`src/rtl/bgc_pkg.sv`:
```
// Package: shared widths and the phase index names of the gate combiner.
package bgc_pkg;
    localparam int PHASES   = 3;
    localparam int PH_A     = 0;
    localparam int PH_B     = 1;
    localparam int PH_C     = 2;
    localparam int CNT_W    = 8;
    localparam int OFF_W    = 10;

    typedef logic [PHASES-1:0] phase_vec_t;
endpackage

```
`src/rtl/bgc_pwm_carrier.sv`:
```
// Sawtooth carrier and duty compare.
// Function: a counter runs 0..period-1 and wraps. The duty request is high while
// the count is below the duty word, and always high when duty >= period.
// Assumes: period <= 1 holds the counter at 0. The output is combinational; the
// top-level output stage registers it.
module bgc_pwm_carrier #(
    parameter int CNT_W = 8
) (
    input  logic             clk,
    input  logic             rst_n,
    input  logic [CNT_W-1:0] period_i,
    input  logic [CNT_W-1:0] duty_i,
    output logic             pwm_o
);
    localparam logic [CNT_W-1:0] ONE = CNT_W'(1);

    logic [CNT_W-1:0] cnt_q;
    logic             wrap;

    // Purpose: the wrap point of the sawtooth
    always_comb begin
        wrap = (period_i <= ONE) || (cnt_q >= period_i - ONE);
    end

    // Purpose: advance the sawtooth counter
    always_ff @(posedge clk) begin
        if (!rst_n)      cnt_q <= '0;
        else if (wrap)   cnt_q <= '0;
        else             cnt_q <= cnt_q + ONE;
    end

    // Purpose: duty compare, saturating to full on
    always_comb begin
        if (duty_i >= period_i) pwm_o = 1'b1;
        else                    pwm_o = (cnt_q < duty_i);
    end

    AST_CNT_IN_RANGE: assert property (@(posedge clk) disable iff (!rst_n)
        (period_i > ONE) && $stable(period_i) |-> cnt_q < period_i);
endmodule

```
`src/rtl/bgc_ilim_oneshot.sv`:
```
// Fixed off-time current-limit one-shot.
// Function: synchronises the asynchronous over-current flag through two flops.
// When the synchronised flag is high and no off-time is running, it loads the
// off-time counter. The blank output is high while the counter is non-zero.
// Assumes: a trip that arrives during a running off-time is ignored. An
// off-time of 0 is treated as 1.
module bgc_ilim_oneshot #(
    parameter int OFF_W = 10
) (
    input  logic             clk,
    input  logic             rst_n,
    input  logic             oc_i,
    input  logic [OFF_W-1:0] off_time_i,
    output logic             blank_o
);
    localparam logic [OFF_W-1:0] ONE = OFF_W'(1);

    logic             s1_q, s2_q;
    logic [OFF_W-1:0] cnt_q;
    logic [OFF_W-1:0] load_val;

    // Purpose: two-flop synchroniser for the over-current flag
    always_ff @(posedge clk) begin
        if (!rst_n) begin
            s1_q <= 1'b0;
            s2_q <= 1'b0;
        end else begin
            s1_q <= oc_i;
            s2_q <= s1_q;
        end
    end

    // Purpose: clamp the off-time to at least one cycle
    always_comb begin
        load_val = (off_time_i == '0) ? ONE : off_time_i;
    end

    // Purpose: off-time down-counter; reload only from idle
    always_ff @(posedge clk) begin
        if (!rst_n)                      cnt_q <= '0;
        else if (cnt_q != '0)            cnt_q <= cnt_q - ONE;
        else if (s2_q)                   cnt_q <= load_val;
    end

    assign blank_o = (cnt_q != '0);

    AST_NO_RETRIGGER: assert property (@(posedge clk) disable iff (!rst_n)
        (cnt_q > ONE) |=> cnt_q == $past(cnt_q) - ONE);
endmodule

```
`src/rtl/bgc_xc_interlock.sv`:
```
// One-time cross-conduction interlock for phase C.
// Function: armed by reset. While armed, it asks the output stage to hold low
// side C off. It disarms once the feedback shows high side C is off while high
// side C is not requested. After that it stays disarmed until the next reset.
// Assumes: the feedback input is already synchronous to clk.
module bgc_xc_interlock (
    input  logic clk,
    input  logic rst_n,
    input  logic hsc_req_i,
    input  logic hsc_off_fb_i,
    output logic hold_o
);
    logic armed_q;

    // Purpose: arm on reset and disarm once on confirmed high-side-C off
    always_ff @(posedge clk) begin
        if (!rst_n)                               armed_q <= 1'b1;
        else if (armed_q && hsc_off_fb_i && !hsc_req_i) armed_q <= 1'b0;
    end

    assign hold_o = armed_q;

    AST_NO_REARM: assert property (@(posedge clk) disable iff (!rst_n)
        !armed_q |=> !armed_q);
endmodule

```
`src/rtl/bridge_gate_ctrl.sv`:
```
// Three-phase bridge gate drive combiner (top).
// Function: merges the raw six-step requests with PWM, the current-limit
// blank, brake, undervoltage and the phase C interlock. The six gate outputs
// and the fault flag are registered together.
// Assumes: priority is undervoltage > brake > normal. PWM, blank and the
// interlock act on the low sides only.
module bridge_gate_ctrl #(
    parameter int CNT_W = bgc_pkg::CNT_W,
    parameter int OFF_W = bgc_pkg::OFF_W
) (
    input  logic             clk,
    input  logic             rst_n,
    input  logic [2:0]       hi_en_i,
    input  logic [2:0]       lo_en_i,
    input  logic [CNT_W-1:0] duty_i,
    input  logic [CNT_W-1:0] period_i,
    input  logic [OFF_W-1:0] off_time_i,
    input  logic             oc_i,
    input  logic             brake_i,
    input  logic             uv_i,
    input  logic             hsc_off_fb_i,
    output logic [2:0]       hs_n_o,
    output logic [2:0]       ls_o,
    output logic             fault_n_o
);
    import bgc_pkg::*;

    logic       pwm_w, blank_w, xc_hold_w;
    phase_vec_t hs_n_d, ls_d, ls_mask;
    logic       fault_n_d;

    bgc_pwm_carrier #(.CNT_W(CNT_W)) u_carrier (
        .clk      (clk),
        .rst_n    (rst_n),
        .period_i (period_i),
        .duty_i   (duty_i),
        .pwm_o    (pwm_w)
    );

    bgc_ilim_oneshot #(.OFF_W(OFF_W)) u_ilim (
        .clk        (clk),
        .rst_n      (rst_n),
        .oc_i       (oc_i),
        .off_time_i (off_time_i),
        .blank_o    (blank_w)
    );

    bgc_xc_interlock u_xc (
        .clk          (clk),
        .rst_n        (rst_n),
        .hsc_req_i    (hi_en_i[PH_C]),
        .hsc_off_fb_i (hsc_off_fb_i),
        .hold_o       (xc_hold_w)
    );

    // Purpose: per-phase low-side enable mask from PWM, blank and interlock
    for (genvar p = 0; p < PHASES; p++) begin : g_mask
        if (p == PH_C) begin : g_c
            assign ls_mask[p] = pwm_w && !blank_w && !xc_hold_w;
        end else begin : g_ab
            assign ls_mask[p] = pwm_w && !blank_w;
        end
    end

    // Purpose: priority selection of the next gate pattern
    always_comb begin
        fault_n_d = 1'b1;
        if (uv_i) begin
            hs_n_d    = '1;
            ls_d      = '0;
            fault_n_d = 1'b0;
        end else if (brake_i) begin
            hs_n_d = '1;
            ls_d   = '1;
        end else begin
            hs_n_d = ~hi_en_i;
            ls_d   = lo_en_i & ls_mask;
        end
    end

    // Purpose: single output register stage for all gates and the fault flag
    always_ff @(posedge clk) begin
        if (!rst_n) begin
            hs_n_o    <= '1;
            ls_o      <= '0;
            fault_n_o <= 1'b1;
        end else begin
            hs_n_o    <= hs_n_d;
            ls_o      <= ls_d;
            fault_n_o <= fault_n_d;
        end
    end

    AST_UV_ALL_OFF: assert property (@(posedge clk) disable iff (!rst_n)
        uv_i |=> (hs_n_o == 3'b111) && (ls_o == 3'b000) && !fault_n_o);
    AST_BRAKE_PATTERN: assert property (@(posedge clk) disable iff (!rst_n)
        brake_i && !uv_i |=> (hs_n_o == 3'b111) && (ls_o == 3'b111));
    AST_BLANK_LS_OFF: assert property (@(posedge clk) disable iff (!rst_n)
        blank_w && !brake_i |=> ls_o == 3'b000);
    AST_XC_HOLD: assert property (@(posedge clk) disable iff (!rst_n)
        xc_hold_w && !brake_i |=> !ls_o[PH_C]);
    AST_ZERO_DUTY: assert property (@(posedge clk) disable iff (!rst_n)
        (duty_i == '0) && !brake_i |=> ls_o == 3'b000);
    AST_HS_UNCHOPPED: assert property (@(posedge clk) disable iff (!rst_n)
        !uv_i && !brake_i |=> hs_n_o == ~$past(hi_en_i));
endmodule

```
`config.mk`:
```
export PLATFORM = sky130hd
export DESIGN_NAME = bridge_gate_ctrl
export DESIGN_NICKNAME = d
export VERILOG_FILES = /design/src/rtl/bgc_pkg.sv /design/src/rtl/bgc_pwm_carrier.sv /design/src/rtl/bgc_ilim_oneshot.sv /design/src/rtl/bgc_xc_interlock.sv /design/src/rtl/bridge_gate_ctrl.sv
export SDC_FILE = /design/constraint.sdc
export NUM_CORES = 1
export LEC_CHECK = 0
export BUFFER_PORTS_ARGS = -buffer_cell sky130_fd_sc_hd__buf_2
export CAP_MARGIN = 10
export CORE_MARGIN = 5
export CORE_UTILIZATION = 40
export CTS_CLUSTER_SIZE = 12
export DETAILED_ROUTE_END_ITERATION = 12
export GPL_TIMING_DRIVEN = 0
export SLEW_MARGIN = 20
export SYNTH_ARGS = -nofsm -noshare
export SYNTH_HDL_FRONTEND = slang
export SYNTH_SLANG_ARGS = --single-unit
export TNS_END_PERCENT = 30
```
`constraint.sdc`:
```
create_clock -name clk -period 3.64 [get_ports clk]
set_clock_uncertainty 0.2 [all_clocks]
set_input_delay 0.546 -clock clk [delete_from_list [all_inputs] [get_ports clk]]
set_output_delay 0.546 -clock clk [all_outputs]
set_load 0.005 [all_outputs]
```
* Word-level counts from Yosys, hierarchy flattened
Cells that the tools add are included.
** Storage, ports and cells
- Bits in registers :: 28
- Bits in latches :: 0
- Bits in writable memories :: 0
- Memory bits (read-only) :: 0
- Bits of input ports :: 38
- Output and inout bits :: 7
- Logic and storage cells :: 38
- Memories :: 0
** Operators by class
- Add/subtract/negate cells :: 3
- $mul :: 0
- Divide/modulo/power cells :: 0
- Order comparisons :: 4
- Equality and inequality tests :: 0
- Shift operators :: 0
- Muxes and demuxes :: 6
- Bitwise logic cells :: 3
- Reductions and logical operators :: 14
** Operator list (count)
- $mux W10 :: 3
- $ge A8 B8 Y1 :: 2
- $logic_not A10 Y1 :: 1
- $reduce_bool A10 Y1 :: 1
- $sub A10 B1 Y10 const B :: 1
- $add A8 B1 Y8 const B :: 1
- $le A8 B1 Y1 const B :: 1
- $lt A8 B8 Y1 :: 1
- $sub A8 B1 Y8 const B :: 1
- $logic_and A1 B1 Y1 :: 4
- $reduce_or A2 Y1 :: 2
- $and A3 B3 Y3 :: 1
- $logic_not A1 Y1 :: 3
- $mux W3 :: 1
- $not A3 Y3 :: 1
- $reduce_or A3 Y1 :: 1
- $mux W1 :: 2
- $reduce_bool A2 Y1 :: 1
- $logic_or A1 B1 Y1 :: 1
- $not A1 Y1 :: 1

* Longest topological paths before layout
Gate-level depths: netlist of run 1.
- Depth in word-level cells :: 6
- Mapped depth :: 9
- Mapped depth without buffers :: 9

* Hierarchy
A second synthesis of run 1 with hierarchy kept.
** Second synthesis, totals
- Cells, all modules :: 226
- Area, all modules :: 1965.6 µm²
** Modules (own cells, without submodules)
- bgc_pwm_carrier :: times used 1, cells each 117, area an instance 1006.0 µm², sequential area each 160.2 µm²
- bgc_ilim_oneshot :: times used 1, cells each 85, area an instance 705.7 µm², sequential area each 240.2 µm²
- bridge_gate_ctrl :: times used 1, cells each 20, area an instance 219.0 µm², sequential area each 140.1 µm²
- bgc_xc_interlock :: times used 1, cells each 4, area an instance 35.0 µm², sequential area each 20.0 µm²

* Worst setup path after synthesis of run 1
No wires, ideal clock.
- Kind :: input port to flip-flop
- Start :: in period_i[2]
- End :: reg u_carrier.cnt_q[0]
- Library setup time :: 0.148 ns
- Data arrival time :: 2.217 ns
- Data required time :: 3.292 ns
- Path slack :: 1.075 ns
- Cell stages on the path :: 7
- Path buffers :: 0
- Path through :: nor4_1 -> nand4_1 -> xnor2_1 -> ha_1 -> nand2_1 -> nor3_1 -> a211oi_1
** Between the ends
- Cells in the longest elaborated chain, start to end :: 4
- Elaborated cells between the ends (all ways) :: 5
- Classes of those cells :: 1 x add/sub; 2 x order compare; 2 x reduce/logical
** Ends and longest elaborated chain
- from (decl) :: line bridge_gate_ctrl.sv:16 : input logic [CNT_W-1:0] period_i,
- $sub A8 B1 Y8 :: line bgc_pwm_carrier.sv:22 : wrap = (period_i <= ONE) || (cnt_q >= period_i - ONE);
- $ge A8 B8 Y1 :: line bgc_pwm_carrier.sv:22
- $logic_or A1 B1 Y1 * :: line bgc_pwm_carrier.sv:22
- $reduce_or A2 Y1 (no source line) *
- to (signal assigned) :: line bgc_pwm_carrier.sv:29 : else cnt_q <= cnt_q + ONE;
- to (decl) :: line bgc_pwm_carrier.sv:17 : logic [CNT_W-1:0] cnt_q;
Mark *: on every way between the ends. The rest lies on a longest branch, timed or not.
A chain may end at the register's enable or synchronous reset.

* Final worst setup path of run 1
- Start :: in period_i[2]
- End :: reg u_carrier.cnt_q[7]
The elaborated chain is that of the path after synthesis.

==> results of run 1 <==
cells in the final DEF, fill, tap and decap left out, types with 5 or more instances in the layout:
master / count
a21oi_1: 11
or3_1: 5
xnor2_1: 11
nand2_1: 20
a211oi_1: 8
nor2_1: 11
ha_1: 27
o21a_1: 6
dfxtp_1: 28
inv_1: 24
buf_2: 44
per-stage QoR:
step,util,area [sq um]
after floorplan,-,1889
after global routing,0.4813,2243
final,0.4813,2243
after detailed placement,0.4660,2172
after global placement,0.4660,2172
after CTS,0.4813,2243
logic make-up (layout without fill, tap and decap cells):
group | count (synthesis) | after routing | share of synthesized area
multiplexers | 3 | 3 | 0.01656
flip-flops | 28 | 28 | 0.2967
buffers and inverters | 29 | 76 | 0.06225
AND/OR/NAND/NOR | 67 | 67 | 0.1894
XOR/XNOR | 13 | 13 | 0.06027
AO/OA/AOI/OAI | 50 | 50 | 0.1960
adder cells (fa/ha/maj) | 27 | 27 | 0.1788
final cells by class:
type | count | area share
clock inverter | 1 | 0.01339
timing repair buffer | 43 | 0.09593
inverter | 24 | 0.04016
multi-input combinational | 160 | 0.5399
buffer | 5 | 0.01227
clock buffer | 3 | 0.01840
sequential | 28 | 0.2499
tap | 54 | 0.03012
power groups by stage:
| stage | combinational [uW] | sequential [uW] | clock (uW) |
|---|---|---|---|
| after floorplan | 337 | 406 | 0 |
| final | 428 | 417 | 247 |
| after CTS | 434 | 416 | 251 |
| after global routing | 491 | 426 | 266 |
| after detailed placement | 431 | 424 | 0 |
| after global placement | 426 | 420 | 0 |
cells in the mapped netlist, types with 2 or more instances:
master and n:
a221oi_1 2, o21ai_0 2, nand2_1 20, clkbuf_1 3, nand2b_1 3, a31oi_1 2
a2111oi_0 3, o21a_1 6, a21o_1 2, and4_1 2, inv_1 24, and2_1 2
nand4_1 3, o31ai_1 3, mux2i_1 2, nand3_1 4, nor2_1 11, dfxtp_1 28
nor4_1 3, xor2_1 2, or3_1 5, a211oi_1 8, ha_1 27, nor3_1 4
a2111oi_1 2, or4_1 4, a21oi_1 11, xnor2_1 11
critical path, cell delays in order:
cell      delay [ps]
buf_2            130
nor4_1           450
nand4_1          190
xnor2_1          160
ha_1             290
nand2_1           70
nor3_1           760
a211oi_1         170
worst paths after layout:
| path | from | cells past startpoint | slack [ps] | endpoint |
|---|---|---|---|---|
| hold / removal | hi_en_i[1] | 2 | 210 | hs_n_o[1] |
| setup reg to reg | u_ilim.cnt_q[0] | 8 | 1240 | u_ilim.cnt_q[9] |
| setup / recovery | period_i[2] | 8 | 790 | u_carrier.cnt_q[7] |
| hold reg to reg | u_ilim.s1_q | 1 | 240 | u_ilim.s2_q |
sequential cells by signal (all words and copies together) (netlist names):
register         flops
fault_n_o            1
u_carrier.cnt_q      8
u_ilim.cnt_q        10
hs_n_o               3
u_ilim.s2_q          1
u_ilim.s1_q          1
u_xc.hold_o          1
ls_o                 3
routing by layer:
layer,share of wire,track usage,wire length (um),vias to the layer above
li1,-,-,-,890
met1,0.47,0.1862,2022,780
met2,0.49,0.2555,2139,20
met3,0.031,0.02494,136,4
met4,0.0083,0.04196,36,0
met5,0,0,0,-
==> metrics.txt, run 1 <==
Clock Root Buffer clkbuf_8; Tot Pwr 1091 uW; FF/Latch Area 560.5 sq um; TNS Setup 0 ps; status finished, final reports clean; Switching Share 0.3482; Fin. Hold Viols 0; area leader, netlist dfxtp_1; max-cap viol count 0; Die Ht 78.73 um; Resized cells post-CTS 0; GRT Total Usage 0.1470; Net Sw Power 380.0 uW; #FFs+latches synth 28; 1st-pass router iterations 4; final wirelength 4334 um; arrival time of the worst setup path 2770 ps; Post-synth top flop dfxtp_1; hold buffers post-CTS 0; slew margin rel. 0.3757; clk sinks 28; Clock transition at path regs 100 ps; Hold Path Class in -> reg; Seq pwr share 0.382; max-slew violation count 0; Worst Setup Start Kind primary input; Clock power frac 0.226; DR iter-0 viols 48; sequential fraction of the synthesis area 0.2967; post-synth top area share 0.2967; initial antenna violation count 0; async set-or-reset flop fraction in the synthesized netlist 0; dpl hpwl 3613 um; via count 1694; first-pass GRT wire length 7417 um; PnR worst setup slack 791.5 ps; WL per Instance 13.63 um; layout cell share with drive strength beyond 1 0.2008; antenna fix cells 0; Post-CTS Setup Inserts 0; number of routed nets with antenna violations 0; Critical Path RT 3560 ps; clk buf depth 2; routed vias/inst 5.327; final std cells w/o fill 318; leakage 0.001019 uW; Num CTS Buffers 3; row count 25; vias in the first global route 1653; part of the cycle the worst path needs 0.7825; Post-Syn Area per Cell 8.707 sq um; Final Setup Violations 0; Placed Cells incl. Taps 314; initial core utilization 0.4054; Synth cell types 46; Top Ports 45; Worst VDD drop 0.1524 mV; GRT Residual Overflow 0; Tmin final 2848 ps; Logic pwr share 0.392; clk_lat worst skew 280 ps; measured slew at the worst slew-check pin 929.3 ps; die area 0.006198 sq mm; core area 0.004661 sq mm; number of flops mapped to enable cells by yosys 0; Post-Syn Area 0.001889 sq mm; Int Pwr 711.4 uW; RD Place Congestion 0.7801; pre-CTS setup slack 511.2 ps; Synth Warn # 0; Buffers on Ports 43; die span in x 78.73 um; area occupied by multi-input gates 0.001211 sq mm; largest net degree at the start of global routing 17; synth top area cells dfxtp_1 (30%), ha_1 (18%), xnor2_1 (5.1%); Synth-to-Final Area Change 18.74%; Synth Net Count 282; drc violations 0; Final nets 330; Fill cells 467; Hold Slack 212.6 ps; Worst Setup End Kind flip-flop; H-tree level count 1; Synth Instances 217; crit path max fanout 8; Crit Path Class in -> reg; CTS tree yes; Cell Pwr Density 486.5 mW/mm^2; RSZ-0062 raised after global routing no; FMAX 0.3511 GHz
No activity file was read; power rests on OpenSTA's default activity.
==> run 2, diff against run 1 <==
--- a/config.mk
+++ b/config.mk
@@ -5,6 +5,7 @@
 export SDC_FILE = /design/constraint.sdc
 export NUM_CORES = 1
 export LEC_CHECK = 0
+export ABC_AREA = 1
 export BUFFER_PORTS_ARGS = -buffer_cell sky130_fd_sc_hd__buf_2
 export CAP_MARGIN = 10
 export CORE_MARGIN = 5
==> constraint.sdc (replaced) <==
create_clock -name clk -period 2.6 [get_ports clk]
set_clock_uncertainty 0.2 [all_clocks]
set_input_delay 0.39 -clock clk [delete_from_list [all_inputs] [get_ports clk]]
set_output_delay 0.39 -clock clk [all_outputs]
set_load 0.005 [all_outputs]
==> metrics.txt, run 2 <==
buffers and inverters on the worst path 3; Post-CTS Setup Inserts 0; most common cell after layout, fill and taps aside nand2_1; Resized cells post-CTS 0; Synth Net Count 331; R2R depth 7; max-cap viol count 0; Top reg by flops u_ilim.cnt_q; initial antenna violation count 0; RD Place Congestion 0.8032; Clock transition at path regs 90 ps; Synth Warn # 0; Reg2Reg Launch Point u_carrier.cnt_q[3]; die span in x 79.97 um; row count 25; largest net degree at the start of global routing 17; FF-to-FF End u_carrier.cnt_q[1]; sequential fraction of the synthesis area 0.2863; FMAX 0.4202 GHz; DR iter-0 viols 41; vias in the first global route 1697; antenna fix cells 0; part of the cycle the worst path needs 0.9152; GRT Residual Overflow 0; Synth-to-Final Area Change 19.17%; hold path endpoint hs_n_o[0]; CP Cell Sequence buf_2 -> inv_1 -> nand3_1 -> nor2_1 -> inv_1 -> nor2_1 -> xor2_1 -> ha_1 -> a21oi_1 -> o21a_1 -> nand3_1 -> nor3_2 -> and2_1; CP max stage cell ha_1; leakage 0.001159 uW; Tot Pwr 1523 uW; most frequent cells in the layout nand2_1 (48), buf_2 (44), inv_1 (43); Worst VDD drop 0.4139 mV; dpl hpwl 3403 um; async set-or-reset flop fraction in the synthesized netlist 0; setup slack, reg-to-reg 740 ps; Die Ht 79.97 um; first-pass GRT wire length 7072 um; Hold Slack 66.52 ps; RSZ-0062 raised after global routing no; Post-Syn Area 0.001958 sq mm; Synth cell types 28; Top Ports 45; count leader, synth nand2_1; Synth top cells by count nand2_1 (48), inv_1 (43), dfxtp_1 (28); Largest register FFs 10; 1st-pass router iterations 4; crit path max fanout 6; Clock Root Buffer clkbuf_8; hold path depth 2; Post-Syn Area per Cell 7.361 sq um; initial core utilization 0.4146; Fill cells 497; measured slew at the worst slew-check pin 429.9 ps; Tmin final 2380 ps; Cell Pwr Density 652.8 mW/mm^2; clk_lat worst skew 270 ps; post-synth top area share 0.2863; max-slew violation count 0; Final nets 379; GRT Total Usage 0.1361; number of routed nets with antenna violations 0; Crit Path Class in -> reg; Worst Setup Start Kind primary input; H-tree level count 1; layout cell share with drive strength beyond 1 0.1917; area leader, netlist dfxtp_1; status finished, final reports clean; Crit path largest cell delay 260 ps; Worst Setup End Kind flip-flop; Final Setup Violations 0; Buffers on Ports 43; Hold Path Class in -> reg; worst hold start hi_en_i[0]; Num CTS Buffers 3; Synth Instances 266; TNS Setup 0 ps; via count 1737; #FFs+latches synth 28; Fin. Hold Viols 0; Post-synth top flop dfxtp_1; hold buffers post-CTS 0; WL per Instance 10.54 um; CTS tree yes; core area 0.004723 sq mm; slew margin rel. 0.7118; crit-path leading delay family simple AND/OR/NAND/NOR gates; arrival time of the worst setup path 2400 ps; Critical Path RT 2620 ps; number of flops mapped to enable cells by yosys 0; Largest regs u_ilim.cnt_q (10), u_carrier.cnt_q (8); synth top area cells dfxtp_1 (29%), ha_1 (17%), nand2_1 (9.2%); clk sinks 28; clk buf depth 2; drc violations 0; die area 0.006394 sq mm; routed vias/inst 4.571; final wirelength 4005 um
## run 2: cell types whose count changed after synthesis, sizes merged, moves of 4 or more
cell,delta
a2111oi,-6
a211oi,-8
a21oi,+7
inv,+20
nand2,+29
nand3,+15
nor2,+15
o21a,-4
o21ai,+11
or3,-5
or4,-4
xnor2,-4
xor2,+7
## run 2: power by group
part | internal (uW) | total, uW | switching (uW)
clock | 206 | 335 | 130
combinational | 257 | 637 | 380
sequential | 497 | 551 | 53.3
## run 2: worst max-delay path by stage
stage,start,endpoint,slack (ps),cells past startpoint
2_1_floorplan,period_i[1],u_carrier.cnt_q[1],380,12
3_3_place_gp,period_i[0],u_carrier.cnt_q[1],-160,13
3_5_place_dp,period_i[0],u_carrier.cnt_q[4],-130,13
4_1_cts,period_i[0],u_carrier.cnt_q[1],140,13
5_1_grt,period_i[0],u_carrier.cnt_q[1],60,13
6_report,period_i[0],u_carrier.cnt_q[1],220,13
## run 2: kinds of logic (layout without fill, tap and decap cells)
logic type,after synthesis,after routing,synth area share
and+or+nand+nor,112,112,0.2754
buffers and inverters,46,93,0.09137
AOI/OAI and AO/OA,37,37,0.1029
DFF,28,28,0.2863
adders and majority gates,27,27,0.1725
xor gates and xnor gates,16,16,0.07157
## run 2: through the flow
step	std cells	setup slack [ps]	instance area, sq um	util
final	380	220.4	2333	0.4940
after global routing	380	58.14	2333	0.4940
after CTS	380	137.7	2328	0.4930
after detailed placement	376	-129.4	2257	0.4779
after global placement	376	-156.8	2257	0.4779
after floorplan	266	379.7	1958	-
## run 2: area by class of cell
type,count,area [sq um],share of cell area
multi-input combinational,192,1224,0.5244
sequential,28,560.5,0.2402
timing repair buffer,43,215.2,0.09222
inverter,45,173.9,0.07453
tap,67,83.83,0.03592
clock buffer,3,41.29,0.01769
clock inverter,1,30.03,0.01287
buffer,1,5.005,0.002145
## run 2: layer usage
metal  GRT usage  vias to the layer above  wire length, um
met3     0.03273                        2              205
li1            -                      955                -
met2      0.2285                       26             1752
met1      0.1774                      754             2032
met4     0.02534                        0               15
met5           0                        -                0
==> run 3, diff against run 2 <==
--- a/config.mk
+++ b/config.mk
@@ -16,5 +16,6 @@
 export SLEW_MARGIN = 20
 export SYNTH_ARGS = -nofsm -noshare
 export SYNTH_HDL_FRONTEND = slang
+export SYNTH_HIERARCHICAL = 1
 export SYNTH_SLANG_ARGS = --single-unit
 export TNS_END_PERCENT = 30
==> metrics.txt, run 3 <==
status finished, final reports clean; initial antenna violation count 0; clk buf depth 2; Synth top cells by count nand2_1 (77), inv_1 (56), nor2_1 (49); PnR worst setup slack 264.1 ps; Final Setup Violations 0; H-tree level count 1; sequential fraction of the synthesis area 0.2684; CTS tree yes; DR iter-0 viols 55; initial core utilization 0.4115; async set-or-reset flop fraction in the synthesized netlist 0; clk_lat worst skew 270 ps; Synth cell types 22; arrival time of the worst setup path 2350 ps; drc violations 0; final wirelength 4284 um; core area 0.005075 sq mm; Synth Warn # 6; Worst Setup Start Kind primary input; leakage 0.001360 uW; Die Ht 82.26 um; Tot Pwr 1583 uW; Clock Root Buffer clkbuf_8; hold path endpoint hs_n_o[0]; Fin. Hold Viols 0; Worst VDD drop 0.2771 mV; largest net degree at the start of global routing 17; Post-Syn Area per Cell 6.672 sq um; WL per Instance 9.940 um; synth top area cells dfxtp_1 (27%), ha_1 (17%), nand2_1 (14%); max-slew violation count 0; row count 26; Clock transition at path regs 90 ps; RD Place Congestion 0.7775; Crit Path Class in -> reg; Top Ports 45; Critical Path RT 2610 ps; routed vias/inst 4.455; 1st-pass router iterations 4; Reg2Reg Launch Point u_carrier/cnt_q[5]; Cell Pwr Density 641.6 mW/mm^2; antenna fix cells 0; Fill cells 574; Worst Setup End Kind flip-flop; Post-Syn Area 0.002088 sq mm; number of routed nets with antenna violations 0; FMAX 0.4281 GHz; crit path max fanout 8; Buffers on Ports 44; Top reg by flops u_ilim/cnt_q; #FFs+latches synth 28; clk sinks 28; Resized cells post-CTS 0; measured slew at the worst slew-check pin 356.0 ps; FF-to-FF End ls_o[1]; hold path depth 2; Largest regs u_ilim/cnt_q (10), u_carrier/cnt_q (8); post-synth top area share 0.2684; Synth-to-Final Area Change 18.15%; most frequent cells in the layout nand2_1 (77), inv_1 (56), nor2_1 (49); GRT Total Usage 0.1419; setup slack, reg-to-reg 790 ps; via count 1920; part of the cycle the worst path needs 0.8984; pre-CTS setup slack -12.05 ps; Post-synth top flop dfxtp_1; R2R depth 10; first-pass GRT wire length 7603 um; Tmin final 2336 ps; Post-CTS Setup Inserts 0; layout cell share with drive strength beyond 1 0.1801; Num CTS Buffers 3; count leader, synth nand2_1; die area 0.006766 sq mm; dpl hpwl 3613 um; worst hold start hi_en_i[0]; Final nets 428; Hold Path Class in -> reg; RSZ-0062 raised after global routing no; vias in the first global route 1864; slew margin rel. 0.7621; max-cap viol count 0; Synth Net Count 379; number of flops mapped to enable cells by yosys 0; area leader, netlist dfxtp_1; die span in x 82.26 um; Synth Instances 313; Largest register FFs 10; hold buffers post-CTS 0; GRT Residual Overflow 0; most common cell after layout, fill and taps aside nand2_1
## run 3: layer usage
metal  share of wire  up-vias  wire length [um]  track usage
li1                -     1059                 -            -
met1            0.49      836              2081       0.1764
met2            0.47       23              2029       0.2532
met3           0.034        2               144      0.03254
met4          0.0065        0                28      0.01993
met5               0        -                 0            0
## run 3: area by class of cell
type,count,area (sq um),share of cell area
buffer,1,11.26,0.004564
clock buffer,3,41.29,0.01673
clock inverter,1,30.03,0.01217
inverter,57,214.0,0.08671
multi-input combinational,227,1303,0.5279
sequential,28,560.5,0.2272
tap,70,87.58,0.03550
timing repair buffer,44,220.2,0.08925
## run 3: worst max-delay path, cell delays in order
cell,delay [ps]
buf_2,110
inv_1,110
ha_1,230
nor3b_1,350
nand2_1,120
xor2_1,160
ha_1,260
nand2_1,80
inv_1,50
nand3_1,60
nand3_1,60
nor2_1,110
nand2_2,130
nor2_1,110
## run 3: where the power goes
part           total [uW]  switching, uW  internal, uW  leakage [uW]
Clock                 340            134           206     0.0000357
Combinational         690            411           279       0.00109
Sequential            553           58.1           495      0.000230
Total                1580            604           980       0.00136
## run 3: metrics by stage
stage | instances | instance area, sq um | hold WS [ps] | TNS [ps] | utilization
4_1_cts | 431 | 2467 | 54.77 | 0 | 0.4862
3_3_place_gp | 427 | 2396 | 195.3 | 0 | 0.4721
6_report | 431 | 2467 | 66.27 | 0 | 0.4862
2_1_floorplan | 313 | 2088 | 190.0 | 0 | -
5_1_grt | 431 | 2467 | 52.10 | 0 | 0.4862
3_5_place_dp | 427 | 2396 | 199.1 | -12.10 | 0.4721
## run 3: cells by family (layout without fill, tap and decap cells)
family	count (synthesis)	count (layout)	synth area share
compound gates	20	20	0.05213
xor+xnor	14	14	0.05872
fa+ha+maj	28	28	0.1678
buf+inv	58	106	0.1078
flops	28	28	0.2684
simple gates	165	165	0.3451
## run 3: worst max-delay path by stage
| stage | start | to |
|---|---|---|
| after global routing | period_i[0] | u_carrier/cnt_q[3] |
| after detailed placement | period_i[0] | u_carrier/cnt_q[3] |
| final | period_i[0] | u_carrier/cnt_q[3] |
| after floorplan | period_i[1] | u_carrier/cnt_q[0] |
| after global placement | period_i[0] | u_carrier/cnt_q[1] |
| after CTS | period_i[0] | u_carrier/cnt_q[3] |
